===== src/rtl/mdio_resp_pkg.sv =====
package mdio_resp_pkg;
  typedef enum logic [2:0] {
    S_HUNT, S_START, S_OP, S_PHY, S_REG, S_TA1, S_TA2, S_DATA
  } fsm_t;

  localparam logic [1:0] OP_WR = 2'b01;
  localparam logic [1:0] OP_RD = 2'b10;
endpackage


===== src/rtl/mdio_edge_sync.sv =====
module mdio_edge_sync #(
  parameter int STAGES = 2
) (
  input  logic clk,
  input  logic rst_n,
  input  logic mdc_i,
  input  logic mdio_i,
  output logic mdc_rise,
  output logic mdio_s
);
  logic [STAGES-1:0] clk_pipe;
  logic [STAGES-1:0] dat_pipe;
  logic              clk_last;

  always_ff @(posedge clk) begin
    if (!rst_n) begin
      clk_pipe <= '0;
      dat_pipe <= '1;
      clk_last <= 1'b0;
    end else begin
      clk_pipe <= {clk_pipe[STAGES-2:0], mdc_i};
      dat_pipe <= {dat_pipe[STAGES-2:0], mdio_i};
      clk_last <= clk_pipe[STAGES-1];
    end
  end

  assign mdc_rise = clk_pipe[STAGES-1] & ~clk_last;
  assign mdio_s   = dat_pipe[STAGES-1];

  AST_RISE_ONE_CYCLE: assert property (@(posedge clk) disable iff (!rst_n)
    mdc_rise |=> !mdc_rise);
endmodule


===== src/rtl/mdio_reg_bank.sv =====
module mdio_reg_bank #(
  parameter int NUM_REGS = 32,
  parameter int DATA_W   = 16,
  parameter int ADDR_W   = 5
) (
  input  logic                       clk,
  input  logic                       rst_n,
  input  logic                       wr_en,
  input  logic [ADDR_W-1:0]          wr_addr,
  input  logic [DATA_W-1:0]          wr_data,
  input  logic [ADDR_W-1:0]          rd_addr,
  output logic [DATA_W-1:0]          rd_data,
  output logic [NUM_REGS*DATA_W-1:0] bank_flat
);
  logic [DATA_W-1:0] regs [NUM_REGS];

  always_ff @(posedge clk) begin
    if (!rst_n) begin
      for (int i = 0; i < NUM_REGS; i++) regs[i] <= '0;
    end else if (wr_en) begin
      for (int i = 0; i < NUM_REGS; i++)
        if (wr_addr == ADDR_W'(i)) regs[i] <= wr_data;
    end
  end

  assign rd_data = regs[rd_addr];

  for (genvar g = 0; g < NUM_REGS; g++) begin : g_flat
    assign bank_flat[g*DATA_W +: DATA_W] = regs[g];
  end

  AST_BANK_HOLD: assert property (@(posedge clk) disable iff (!rst_n)
    !wr_en |=> $stable(bank_flat));
endmodule


===== src/rtl/mdio_frame_fsm.sv =====
module mdio_frame_fsm
  import mdio_resp_pkg::*;
#(
  parameter int ADDR_W  = 5,
  parameter int DATA_W  = 16,
  parameter int PRE_LEN = 32
) (
  input  logic              clk,
  input  logic              rst_n,
  input  logic              bit_rise,
  input  logic              bit_val,
  input  logic [ADDR_W-1:0] own_addr,
  input  logic [DATA_W-1:0] rd_data,
  output logic [ADDR_W-1:0] reg_addr_o,
  output logic              wr_en_o,
  output logic [DATA_W-1:0] wr_data_o,
  output logic              drv_oe_o,
  output logic              drv_val_o
);
  localparam int CNT_W  = $clog2(DATA_W + ADDR_W);
  localparam int ONES_W = $clog2(PRE_LEN + 1);
  localparam logic [ONES_W-1:0] ONES_FULL = ONES_W'(PRE_LEN);
  localparam logic [CNT_W-1:0]  LAST_ADR  = CNT_W'(ADDR_W - 1);
  localparam logic [CNT_W-1:0]  LAST_DAT  = CNT_W'(DATA_W - 1);

  fsm_t              state;
  logic [ONES_W-1:0] ones;
  logic [CNT_W-1:0]  cnt;
  logic [1:0]        op;
  logic [ADDR_W-1:0] phy;
  logic [ADDR_W-1:0] rega;
  logic [DATA_W-1:0] sh;
  logic              rd_ans;

  logic [ADDR_W-1:0] rega_n;
  logic              hit_any, hit_own;
  assign rega_n  = {rega[ADDR_W-2:0], bit_val};
  assign hit_own = (phy == own_addr) && (own_addr != '0);
  assign hit_any = hit_own || (phy == '0);

  always_ff @(posedge clk) begin
    if (!rst_n) begin
      state     <= S_HUNT;
      ones      <= '0;
      cnt       <= '0;
      op        <= '0;
      phy       <= '0;
      rega      <= '0;
      sh        <= '0;
      rd_ans    <= 1'b0;
      wr_en_o   <= 1'b0;
      wr_data_o <= '0;
      drv_oe_o  <= 1'b0;
      drv_val_o <= 1'b0;
    end else begin
      wr_en_o <= 1'b0;
      if (bit_rise) begin
        if (!bit_val)               ones <= '0;
        else if (ones != ONES_FULL) ones <= ones + 1'b1;
        unique case (state)
          S_HUNT: if (!bit_val && ones == ONES_FULL) state <= S_START;
          S_START: begin
            cnt   <= '0;
            state <= bit_val ? S_OP : S_HUNT;
          end
          S_OP: begin
            op <= {op[0], bit_val};
            if (cnt == '0) cnt <= 1;
            else begin
              cnt   <= '0;
              state <= ({op[0], bit_val} == OP_WR || {op[0], bit_val} == OP_RD)
                       ? S_PHY : S_HUNT;
            end
          end
          S_PHY: begin
            phy <= {phy[ADDR_W-2:0], bit_val};
            if (cnt == LAST_ADR) begin
              cnt   <= '0;
              state <= S_REG;
            end else cnt <= cnt + 1'b1;
          end
          S_REG: begin
            rega <= rega_n;
            if (cnt == LAST_ADR) begin
              cnt <= '0;
              if (op == OP_RD && hit_own) begin
                rd_ans <= 1'b1;
                state  <= S_TA1;
              end else if (op == OP_WR && hit_any) begin
                rd_ans <= 1'b0;
                state  <= S_TA1;
              end else state <= S_HUNT;
            end else cnt <= cnt + 1'b1;
          end
          S_TA1: begin
            if (rd_ans) begin
              drv_oe_o  <= 1'b1;
              drv_val_o <= 1'b0;
              sh        <= rd_data;
              state     <= S_TA2;
            end else state <= bit_val ? S_TA2 : S_HUNT;
          end
          S_TA2: begin
            cnt <= '0;
            if (rd_ans) begin
              drv_val_o <= sh[DATA_W-1];
              sh        <= {sh[DATA_W-2:0], 1'b0};
              state     <= S_DATA;
            end else state <= bit_val ? S_HUNT : S_DATA;
          end
          S_DATA: begin
            if (rd_ans) begin
              if (cnt == LAST_DAT) begin
                drv_oe_o  <= 1'b0;
                drv_val_o <= 1'b0;
                rd_ans    <= 1'b0;
                state     <= S_HUNT;
              end else begin
                drv_val_o <= sh[DATA_W-1];
                sh        <= {sh[DATA_W-2:0], 1'b0};
                cnt       <= cnt + 1'b1;
              end
            end else begin
              sh <= {sh[DATA_W-2:0], bit_val};
              if (cnt == LAST_DAT) begin
                wr_en_o   <= 1'b1;
                wr_data_o <= {sh[DATA_W-2:0], bit_val};
                state     <= S_HUNT;
              end else cnt <= cnt + 1'b1;
            end
          end
          default: state <= S_HUNT;
        endcase
      end
    end
  end

  assign reg_addr_o = rega;

  AST_OE_IN_WINDOW: assert property (@(posedge clk) disable iff (!rst_n)
    drv_oe_o |-> (rd_ans && (state == S_TA2 || state == S_DATA)));
  AST_NO_BCAST_ANSWER: assert property (@(posedge clk) disable iff (!rst_n)
    drv_oe_o |-> (phy != '0));
  AST_TA_DRIVEN_LOW: assert property (@(posedge clk) disable iff (!rst_n)
    (drv_oe_o && state == S_TA2) |-> !drv_val_o);
  AST_OE_AFTER_EDGE: assert property (@(posedge clk) disable iff (!rst_n)
    $rose(drv_oe_o) |-> $past(bit_rise));
  AST_WR_ADDRESSED: assert property (@(posedge clk) disable iff (!rst_n)
    wr_en_o |-> (phy == own_addr || phy == '0));
  AST_WR_OPCODE: assert property (@(posedge clk) disable iff (!rst_n)
    wr_en_o |-> (op == OP_WR));
endmodule


===== src/rtl/mdio_responder.sv =====
module mdio_responder #(
  parameter int NUM_REGS    = 32,
  parameter int DATA_W      = 16,
  parameter int ADDR_W      = 5,
  parameter int PRE_LEN     = 32,
  parameter int SYNC_STAGES = 2
) (
  input  logic                       clk,
  input  logic                       rst_n,
  input  logic                       mdc_i,
  input  logic                       mdio_i,
  input  logic [ADDR_W-1:0]          phy_addr_i,
  output logic                       mdio_o,
  output logic                       mdio_oe_o,
  output logic [NUM_REGS*DATA_W-1:0] reg_bank_o
);
  logic              rise, bit_s, wr_en;
  logic [ADDR_W-1:0] reg_addr;
  logic [DATA_W-1:0] wr_data, rd_data;

  mdio_edge_sync #(.STAGES(SYNC_STAGES)) u_sync (
    .clk(clk), .rst_n(rst_n), .mdc_i(mdc_i), .mdio_i(mdio_i),
    .mdc_rise(rise), .mdio_s(bit_s)
  );

  mdio_frame_fsm #(.ADDR_W(ADDR_W), .DATA_W(DATA_W), .PRE_LEN(PRE_LEN)) u_fsm (
    .clk(clk), .rst_n(rst_n), .bit_rise(rise), .bit_val(bit_s),
    .own_addr(phy_addr_i), .rd_data(rd_data), .reg_addr_o(reg_addr),
    .wr_en_o(wr_en), .wr_data_o(wr_data),
    .drv_oe_o(mdio_oe_o), .drv_val_o(mdio_o)
  );

  mdio_reg_bank #(.NUM_REGS(NUM_REGS), .DATA_W(DATA_W), .ADDR_W(ADDR_W)) u_bank (
    .clk(clk), .rst_n(rst_n), .wr_en(wr_en), .wr_addr(reg_addr),
    .wr_data(wr_data), .rd_addr(reg_addr), .rd_data(rd_data),
    .bank_flat(reg_bank_o)
  );
endmodule


===== config.mk =====
export PLATFORM = sky130hd
export DESIGN_NAME = mdio_responder
export DESIGN_NICKNAME = d
export VERILOG_FILES = /design/src/rtl/mdio_resp_pkg.sv /design/src/rtl/mdio_edge_sync.sv /design/src/rtl/mdio_reg_bank.sv /design/src/rtl/mdio_frame_fsm.sv /design/src/rtl/mdio_responder.sv
export SDC_FILE = /design/constraint.sdc
export NUM_CORES = 1
export LEC_CHECK = 0
export BUFFER_PORTS_ARGS = -buffer_cell sky130_fd_sc_hd__buf_2
export CAP_MARGIN = 20
export CELL_PAD_IN_SITES_DETAIL_PLACEMENT = 1
export CELL_PAD_IN_SITES_GLOBAL_PLACEMENT = 1
export CORE_MARGIN = 1.5
export CORE_UTILIZATION = 40
export DETAILED_ROUTE_END_ITERATION = 8
export PLACE_DENSITY_LB_ADDON = 0.1
export SLEW_MARGIN = 30
export SYNTH_ARGS = -nofsm -noshare
export SYNTH_HDL_FRONTEND = slang
export SYNTH_SLANG_ARGS = --single-unit

===== constraint.sdc =====
create_clock -name clk -period 2.75 [get_ports clk]
set_clock_uncertainty 0.15 [all_clocks]
set_input_delay 0.1375 -clock clk [delete_from_list [all_inputs] [get_ports clk]]
set_output_delay 0.1375 -clock clk [all_outputs]
set_load 0.02 [all_outputs]

==> results of run 1 <==
through the flow:
step	area [µm²]	util (%)	worst slack (ns)	cells	power, W
finish	30470	51.34	0.1621	3050	0.02048
global route	30470	51.33	0.09337	3048	0.02088
CTS	30470	51.33	0.1596	3048	0.02056
detailed placement	28310	47.70	0.1764	2921	0.01183
global placement	28310	47.69	0.1758	2921	0.01182
floorplan	24150	-	-0.01946	1622	0.01102
power by group:
group | internal, W | switching (W) | leakage, nW
sequential | 0.00996 | 0.000298 | 5.63
combinational | 0.000406 | 0.000989 | 4.54
clock | 0.00512 | 0.00371 | 1.03
routing by layer:
metal,track usage [%],vias to the layer above
li1,-,7318
met1,41.06,9573
met2,56.44,886
met3,6.113,189
met4,14.43,0
met5,0,-
repair_timing:
item / 4_1_cts / 5_1_grt
buffers inserted: 0 / 0
endpoints found under the hold margin: 14 / 0
resized for setup: 0 / 0
hold buffers: 4 / 0
placed cells by master (no fill, tap or decap), drive strengths merged, types with 4 or more instances in the layout:
| master | n |
|---|---|
| a211oi | 14 |
| a21oi | 30 |
| a22o | 15 |
| a22oi | 34 |
| a311oi | 5 |
| and2 | 8 |
| and3 | 4 |
| buf | 638 |
| bufinv | 5 |
| clkbuf | 92 |
| clkinv | 22 |
| dfxtp | 72 |
| dlygate4sd3 | 4 |
| edfxtp | 512 |
| ha | 5 |
| inv | 31 |
| mux2i | 23 |
| mux4 | 128 |
| nand2 | 137 |
| nand2b | 10 |
| nand3 | 39 |
| nand4 | 4 |
| nor2 | 318 |
| nor2b | 12 |
| nor3 | 5 |
| o2111ai | 4 |
| o21ai | 41 |
| o22ai | 13 |
| or3 | 6 |
| xor2 | 8 |
registers in the layout, summed over array words and instances, names as in the netlist, named ones only:
| signal | cells |
|---|---|
| u_fsm.cnt | 5 |
| u_fsm.drv_oe_o | 1 |
| u_fsm.wr_data_o | 16 |
| u_fsm.op | 2 |
| u_fsm.phy | 5 |
| u_fsm.state | 3 |
| u_fsm.rd_ans | 1 |
| u_fsm.wr_en_o | 1 |
| u_sync.clk_last | 1 |
| u_fsm.reg_addr_o | 5 |
| u_fsm.ones | 6 |
| u_sync.dat_pipe | 2 |
| u_fsm.drv_val_o | 1 |
| u_bank.regs | 512 |
| u_sync.clk_pipe | 2 |
| u_fsm.sh | 16 |
cell families (layout without fill, tap and decap cells):
logic type | after synthesis | after routing | share of synthesized area [%]
multiplexers | 151 | 151 | 12.91
flip-flops | 584 | 584 | 69.64
buffers and inverters | 139 | 792 | 2.394
adder cells (fa/ha/maj) | 5 | 5 | 0.2591
XOR/XNOR | 10 | 10 | 0.3627
AND/OR/NAND/NOR | 560 | 560 | 9.679
AO/OA/AOI/OAI | 173 | 173 | 4.757
other | 0 | 2 | 0
critical path, cell delays in order, from the launching register on:
cell and delay (ns):
dfxtp_4 0.48, buf_4 0.51, mux4_2 0.41, o32ai_1 0.60, a311oi_1 0.11, a22o_1 0.23
area by class of cell:
class                           count  share of cell area (%)
Clock inverter                     31                  0.9978
Sequential cell                   584                   55.21
Tap cell                          773                   3.174
Multi-Input combinational cell    899                   22.43
Timing Repair Buffer              642                   11.89
Antenna cell                        2                 0.01642
Clock buffer                       92                   5.950
Inverter                           27                  0.3326
path summary, 6_finish.rpt:
| path | start | endpoint | slack (ns) | depth (start not counted) |
|---|---|---|---|---|
| max | flop | u_fsm.sh[4] | 0.16 | 5 |
| min reg2reg | u_sync.dat_pipe[0] | u_sync.dat_pipe[1] | 0.27 | 1 |
| min | phy_addr_i[3] | u_fsm.rd_ans | 0.03 | 5 |
| max reg2reg | flop | u_fsm.sh[4] | 0.16 | 5 |
==> summary.md, run 1 <==
| Metric | Value |
|---|---|
| I/O Pins | 523 |
| Synth-to-layout area growth | 26.19% |
| Worst Path Arrival | 2.95 ns |
| H-tree levels | 3 |
| Clock tree buffer depth | 3 |
| Drt drc | 0 |
| Top Metal Used | met4 |
| CP required | 3.11 ns |
| Final ANT Viol Nets | 0 |
| Synth warn | 0 |
| Synth Area per Inst | 14.89 µm² |
| Core area | 0.05935 mm² |
| Synth Flop Type | edfxtp_1 |
| Total negative slack | 0 ns |
| GRT Overall Usage | 33.00% |
| Mapped Cells | 1622 |
| Peak supply drop | 0.0004954 V |
| Avg WL per Cell | 33.77 µm |
| Clk sink count | 584 |
| Row count | 89 |
| Unique masters post-synth | 53 |
| Crit start category | flop |
| Initial antenna violation count | 1 |
| Max-slew headroom | 38.87% |
| Pre-antenna DRT Iters | 6 |
| Top-area cell type share of the netlist area | 63.67% |
| Fraction of registers with async set/reset | 0% |
| Met2 WL | 51.88 mm |
| Max Transition Viols Final | 0 |
| Most frequent cells after synthesis | edfxtp_1 (512), nor2_1 (318), nand2_1 (137), mux4_2 (127), clkbuf_1 (77) |
| Initial DRC count | 1887 |
| CTS Buf Count | 67 |
| Area of the multi-input gates | 0.006834 mm² |
| CP endpoint kind | flop |
| Number of setup violations in the final report | 0 |
| Register Area | 0.01682 mm² |
| Fraction of layout cells with a size suffix above 1 | 38.46% |
| First-pass GRT wire length | 143.0 mm |
| Outcome | finished, final reports clean |
| Period Utilization, post-route | 94.10% |
| Sequential fraction of the synthesis area | 69.64% |
| Vias in the first global route | 18230 |
| Clock-pin slew on the worst setup and hold paths | 0.06 ns |
| Largest net degree at the start of global routing | 44 |
| Max frequency | 0.3864 GHz |
| RSZ-0062 raised after global routing | false |
| Filler Cell Count | 6020 |
| Die Y | 248.7 µm |
| Least-Margin Pin Slew | 0.9115 ns |
| CP max FO | 33 |
| Crit path kind | reg2reg |
| HPWL Detailed | 74.93 mm |
| Dominant cell by count in the synthesized netlist | edfxtp_1 |
| CTS tree | done |
| IO Port Bufs | 522 |
| Routed vias | 17970 |
| Static leakage | 11.20 nW |
| WL met1 | 39.03 mm |
| Initial Utilization | 40.68% |
| Nets | 2235 |
| Routability cong. | 0.9300 |
| Post-synth EDFFs | 512 |
| Remaining Overflow, GRT | 0 |
| Flop and latch count out of synthesis | 584 |
| CTS root buffer | clkbuf_16 |
| Via/cell ratio | 5.890 |
| Worst hold slack | 0.02651 ns |
| Area leader, netlist | edfxtp_1 |
| Final min period | 2.588 ns |
| Worst min-delay path category | in2reg |
| Syn nets | 1636 |
| Worst skew pair latency | 0.62 ns |
| Pwr Density | 672.0 mW/mm² |
| Die W | 248.7 µm |
| Main area contributors after synthesis | edfxtp_1 (64%), mux4_2 (12%), dfxtp_1 (6.0%) |
| Routed wire length | 103.0 mm |
| Die area | 0.06185 mm² |
| Post-Syn Area | 0.02415 mm² |
| Final Hold Vio Count | 0 |
| Max Cap Viol | 0 |
| Met3 WL | 7.066 mm |
(Power assumes the default switching activity.)
==> run 2, diff against run 1 <==
Settings changed: CORE_MARGIN 1.5 to 4, REMOVE_ABC_BUFFERS from default to 1.
==> run 2 against run 1 <==
Compared with the run above: wire length is 2.1% lower; register-to-register slack worse by 0.07 ns; non-clock buffer count is 22 higher; count of clock-buffer cells in the layout is 19 lower; design area is 0.61% higher; hold slack better by 0.094 ns; maximum frequency is 2.8% lower; global-route usage is 2.3 points lower; sequential share of layout area is 0.33 points lower; critical path depth is 1 higher; die area is 4.1% higher; flip-flop and latch count stayed put.
==> summary.md, run 2 (synthesized netlist as in run 1, its figures left out) <==
| Metric | Value |
|---|---|
| Reg-to-Reg End | u_fsm.sh[12] |
| Final min period | 2.662 ns |
| Row count | 89 |
| Number of setup violations in the final report | 0 |
| Routed wire length | 100.8 mm |
| Via/cell ratio | 5.810 |
| CP required | 3.13 ns |
| Internal Power | 0.01513 W |
| Worst skew pair latency | 0.66 ns |
| Max Transition Viols Final | 0 |
| Die Y | 253.7 µm |
| Net Sw Frac | 24.46% |
| RSZ-0062 raised after global routing | false |
| Die W | 253.7 µm |
| Final ANT Viol Nets | 0 |
| Crit path kind | reg2reg |
| Routability cong. | 0.9048 |
| H-tree levels | 2 |
| I/O Pins | 523 |
| Max frequency | 0.3757 GHz |
| Final worst slack | 0.08808 ns |
| Logic pwr share | 6.9% |
| CTS root buffer | clkbuf_16 |
| Core area | 0.05935 mm² |
| Reg power frac | 51.2% |
| Remaining Overflow, GRT | 0 |
| First-pass GRT wire length | 140.1 mm |
| Clk sink count | 584 |
| Initial antenna violation count | 1 |
| Drt drc | 0 |
| Worst hold slack | 0.1201 ns |
| Biggest regs | u_bank.regs: 512 flops, u_fsm.sh: 16 flops, u_fsm.wr_data_o: 16 flops |
| Static leakage | 11.28 nW |
| Clock tree buffer depth | 3 |
| Cell chain of the critical path | buf_12 -> buf_12 -> mux4_2 -> a22oi_1 -> nand3_1 -> a22o_1 |
| Biggest register | u_bank.regs |
| R2R setup slack | 0.09 ns |
| Largest net degree at the start of global routing | 51 |
| R2R depth | 6 |
| HPWL Detailed | 73.92 mm |
| Period Utilization, post-route | 96.80% |
| Place WS | 0.09377 ns |
| Initial DRC count | 1802 |
| CP endpoint kind | flop |
| Synth-to-layout area growth | 26.97% |
| Worst Path Arrival | 3.04 ns |
| Max incr delay on CP | 0.60 ns |
| IO Port Bufs | 522 |
| CTS Buf Count | 61 |
| Vias in the first global route | 18500 |
| Die area | 0.06436 mm² |
| Slowest CP cell | dfxtp_4 |
| CP endpoint | u_fsm.sh[12] |
| Peak supply drop | 0.0005274 V |
| Worst min-delay path category | in2reg |
| Switch Pwr | 0.004900 W |
| Nets | 2251 |
| Clk pwr share | 41.9% |
| CP dominant cell by count | buf_12 |
| Avg WL per Cell | 32.92 µm |
| Pre-antenna DRT Iters | 5 |
| Routed vias | 17800 |
| Max-slew headroom | 43.50% |
| Commonest non-fill, non-tap cell in the layout | buf_2 |
| Outcome | finished, final reports clean |
| CTS tree | done |
| Pwr Density | 653.4 mW/mm² |
| GRT Overall Usage | 30.69% |
| Initial Utilization | 40.68% |
| Least-Margin Pin Slew | 0.8474 ns |
| Most frequent cells in the layout | buf_2 (522), edfxtp_1 (512), nor2_1 (318) |
| Final Hold Vio Count | 0 |
| Crit start category | flop |
| Fraction of layout cells with a size suffix above 1 | 39.06% |
| CP max FO | 16 |
| Clock-pin slew on the worst setup and hold paths | 0.06 ns |
| Max reg flops | 512 |
| Max Cap Viol | 0 |
==> run 2: area by class of cell <==
class,count,area [µm²]
diodes,1,2.502
inverters,27,101.3
flip-flops and latches,584,16820
fillers,6065,28700
well taps,773,967.2
repair buffers,664,3934
clock buffers,73,1572
clock inverters,42,431.7
multi-input cells,899,6825
==> run 2: per-layer routing <==
| layer | up-vias | wire [µm] | track usage (%) |
|---|---|---|---|
| met4 | 2 | 4224 | 10.91 |
| met2 | 950 | 51560 | 53.61 |
| met1 | 9315 | 36770 | 38.08 |
| met5 | - | 13 | 0 |
| met3 | 179 | 8263 | 6.437 |
| li1 | 7349 | - | - |
==> run 2: worst min-delay path by stage <==
| stage | start | end | slack (ns) | cells after the start |
|---|---|---|---|---|
| 6_report | phy_addr_i[3] | u_fsm.rd_ans | 0.12 | 5 |
| 5_1_grt | mdc_i | u_sync.clk_pipe[0] | 0.14 | 3 |
| 4_1_cts | mdc_i | u_sync.clk_pipe[0] | 0.11 | 3 |
| 3_5_place_dp | mdio_i | u_sync.dat_pipe[0] | 0.18 | 2 |
| 3_3_place_gp | mdio_i | u_sync.dat_pipe[0] | 0.18 | 2 |
| 2_1_floorplan | rst_n | u_sync.dat_pipe[1] | 0.06 | 1 |
==> run 2: worst max-delay path, delay by kind of cell, from the launching register on <==
kind | cells | cell delay, ns
AO/OA/AOI/OAI | 2 | 0.48
buffers and inverters | 2 | 0.45
flip-flops | 1 | 0.60
multiplexers | 1 | 0.56
AND/OR/NAND/NOR | 1 | 0.28
==> run 2: timing repair <==
item / CTS / global route
gates resized for setup: 0 / 0
setup buffers: 0 / 0
hold endpoints to repair: 25 / 0
setup endpoints to repair: 0 / 0
hold buffers: 7 / 0
==> run 2: through the flow <==
stage | TNS (ns) | utilization [%] | std cells | total power, W | instance area (µm²)
floorplan | -60.70 | - | 1510 | 0.01101 | 23670
global placement | 0 | 48.16 | 2940 | 0.01181 | 28580
global route | 0 | 51.65 | 3062 | 0.02056 | 30660
CTS | 0 | 51.65 | 3062 | 0.02013 | 30660
detailed placement | 0 | 48.16 | 2940 | 0.01183 | 28580
finish | 0 | 51.65 | 3063 | 0.02003 | 30660
==> run 2: power groups by stage <==
stage	clock (W)	combinational (W)	sequential [W]
global placement	0	0.00138	0.0104
CTS	0.00848	0.00139	0.0103
global route	0.00885	0.00143	0.0103
floorplan	0	0.000272	0.0107
detailed placement	0	0.00138	0.0104
finish	0.00839	0.00138	0.0103
==> run 3, diff against run 2 <==
Settings changed: CELL_PAD_IN_SITES_DETAIL_PLACEMENT 1 to 2, CELL_PAD_IN_SITES_GLOBAL_PLACEMENT 1 to 2, CORE_UTILIZATION 40 to 34.
==> run 3 against run 2 <==
Compared with the run above: utilization is 7.9 points lower; hold slack better by 0.023 ns; cell count is 5.2% higher; non-clock buffer count is 14 lower; combinational power is 5% higher; first-iteration DRC count is 2.9% higher.
==> summary.md, run 3 (synthesized netlist as in run 1, its figures left out) <==
| Metric | Value |
|---|---|
| Outcome | finished, final reports clean |
| Core Util, Final | 43.80% |
| Max reg flops | 512 |
| GRT Overall Usage | 28.20% |
| Final Hold Vio Count | 0 |
| CP required | 3.08 ns |
| Die W | 274.5 µm |
| CP max FO | 18 |
| Max frequency | 0.3883 GHz |
| Drt drc | 0 |
| Worst hold stages | 3 |
| Reg-to-Reg End | u_fsm.sh[14] |
| Design Power | 0.02060 W |
| Initial DRC count | 1855 |
| Fin area | 0.03078 mm² |
| Synth-to-layout area growth | 27.47% |
| Final ANT Viol Nets | 0 |
| Largest net degree at the start of global routing | 40 |
| Worst min-delay path category | in2reg |
| Pwr Density | 669.2 mW/mm² |
| Worst hold slack | 0.1429 ns |
| R2R setup slack | 0.17 ns |
| Slowest CP cell | dfxtp_4 |
| Max incr delay on CP | 0.61 ns |
| Initial Utilization | 34.36% |
| Cell chain of the critical path | buf_4 -> mux4_2 -> mux2i_1 -> buf_4 -> a211oi_1 -> a22o_1 |
| Routed vias | 18040 |
| Placed cell area | 0.02856 mm² |
| Clock-pin slew on the worst setup and hold paths | 0.06 ns |
| RSZ-0062 raised after global routing | false |
| Core area | 0.07027 mm² |
| Initial antenna violation count | 5 |
| Number of setup violations in the final report | 0 |
| Biggest register | u_bank.regs |
| Max Transition Viols Final | 0 |
| Buf+Inv Stages, Crit Path | 2 |
| CP dominant cell by count | buf_4 |
| Largest delay share family, worst path | multiplexers |
| Period Utilization, post-route | 93.65% |
| R2R depth | 6 |
| Vias in the first global route | 19050 |
| IO Port Bufs | 522 |
| I/O Pins | 523 |
| Nets | 2243 |
| Post-cts sizing count | 0 |
| Fraction of layout cells with a size suffix above 1 | 38.91% |
| Die area | 0.07535 mm² |
| Biggest regs | u_bank.regs: 512 flops, u_fsm.sh: 16 flops, u_fsm.wr_data_o: 16 flops |
| Crit path kind | reg2reg |
| H-tree levels | 3 |
| Row count | 97 |
| Routed wire length | 108.6 mm |
| Most frequent cells in the layout | buf_2 (521), edfxtp_1 (512), nor2_1 (318) |
| Avg WL per Cell | 33.68 µm |
| Hold path endpoint | u_sync.clk_pipe[0] |
| CP endpoint kind | flop |
| Hold path start | mdc_i |
| Crit start category | flop |
| CTS Buf Count | 67 |
| Cell total after placement | 3094 |
| Least-Margin Pin Slew | 0.7623 ns |
| Commonest non-fill, non-tap cell in the layout | buf_2 |
| Final min period | 2.575 ns |
| Die Y | 274.5 µm |
| Static leakage | 11.25 nW |
| CTS tree | done |
| Max Cap Viol | 0 |
| Worst Path Arrival | 2.91 ns |
| Peak supply drop | 0.0003574 V |
| Non-filler cells, final | 3223 |
| Max-slew headroom | 49.08% |
| HPWL Detailed | 78.76 mm |
| Pre-antenna DRT Iters | 5 |
| CTS root buffer | clkbuf_16 |
| First-pass GRT wire length | 149.6 mm |
| Clock tree buffer depth | 3 |
| Worst skew pair latency | 0.62 ns |
| Remaining Overflow, GRT | 0 |
| Routability cong. | 0.8873 |
| Via/cell ratio | 5.597 |
| Clk sink count | 584 |
run 3: through the flow:
stage | setup TNS (ns) | setup slack [ns]
2_1_floorplan | -60.70 | -3.815
3_3_place_gp | 0 | 0.2425
3_5_place_dp | 0 | 0.2194
4_1_cts | 0 | 0.1949
5_1_grt | 0 | 0.004534
6_report | 0 | 0.1746
run 3: metal layers:
| layer | vias to the layer above | track usage, % | wire length, µm |
|---|---|---|---|
| met2 | 888 | 47.07 | 53230 |
| met3 | 184 | 4.988 | 7756 |
| met4 | 6 | 11.58 | 4787 |
| met1 | 9630 | 36.45 | 42740 |
| met5 | - | 0 | 36 |
| li1 | 7332 | - | - |
run 3: power breakdown:
group / internal (W) / switching, W
combinational: 0.000411 / 0.00104
sequential: 0.00996 / 0.000288
clock: 0.00509 / 0.00382
total: 0.0155 / 0.00514
run 3: area by class of cell:
| class | count | area (µm²) |
|---|---|---|
| inverter | 27 | 101.3 |
| multi-input combinational | 899 | 6832 |
| antenna | 1 | 2.502 |
| timing repair buffer | 650 | 3691 |
| clock inverter | 38 | 391.6 |
| clock buffer | 84 | 1762 |
| tap | 940 | 1176 |
| sequential | 584 | 16820 |
| fill | 6974 | 39490 |
run 3: worst register-to-register path, stage by stage, from the launching register on:
cell and delay, ns:
dfxtp_4 0.61, buf_4 0.35, mux4_2 0.43, mux2i_1 0.39, buf_4 0.22, a211oi_1 0.09, a22o_1 0.22
run 3: worst max path at each step:
stage	from	depth (start not counted)	to
floorplan	flop	4	u_fsm.sh[10]
global placement	flop	6	u_fsm.sh[14]
detailed placement	flop	6	u_fsm.sh[14]
CTS	flop	6	u_fsm.sh[14]
global route	u_fsm.cnt[0]	8	u_fsm.cnt[4]
finish	flop	6	u_fsm.sh[14]
run 3: what timing repair did:
item	CTS	global route
buffers inserted	0	0
hold buffers	6	0
endpoints found under the hold margin	15	0
setup endpoints to repair	0	0
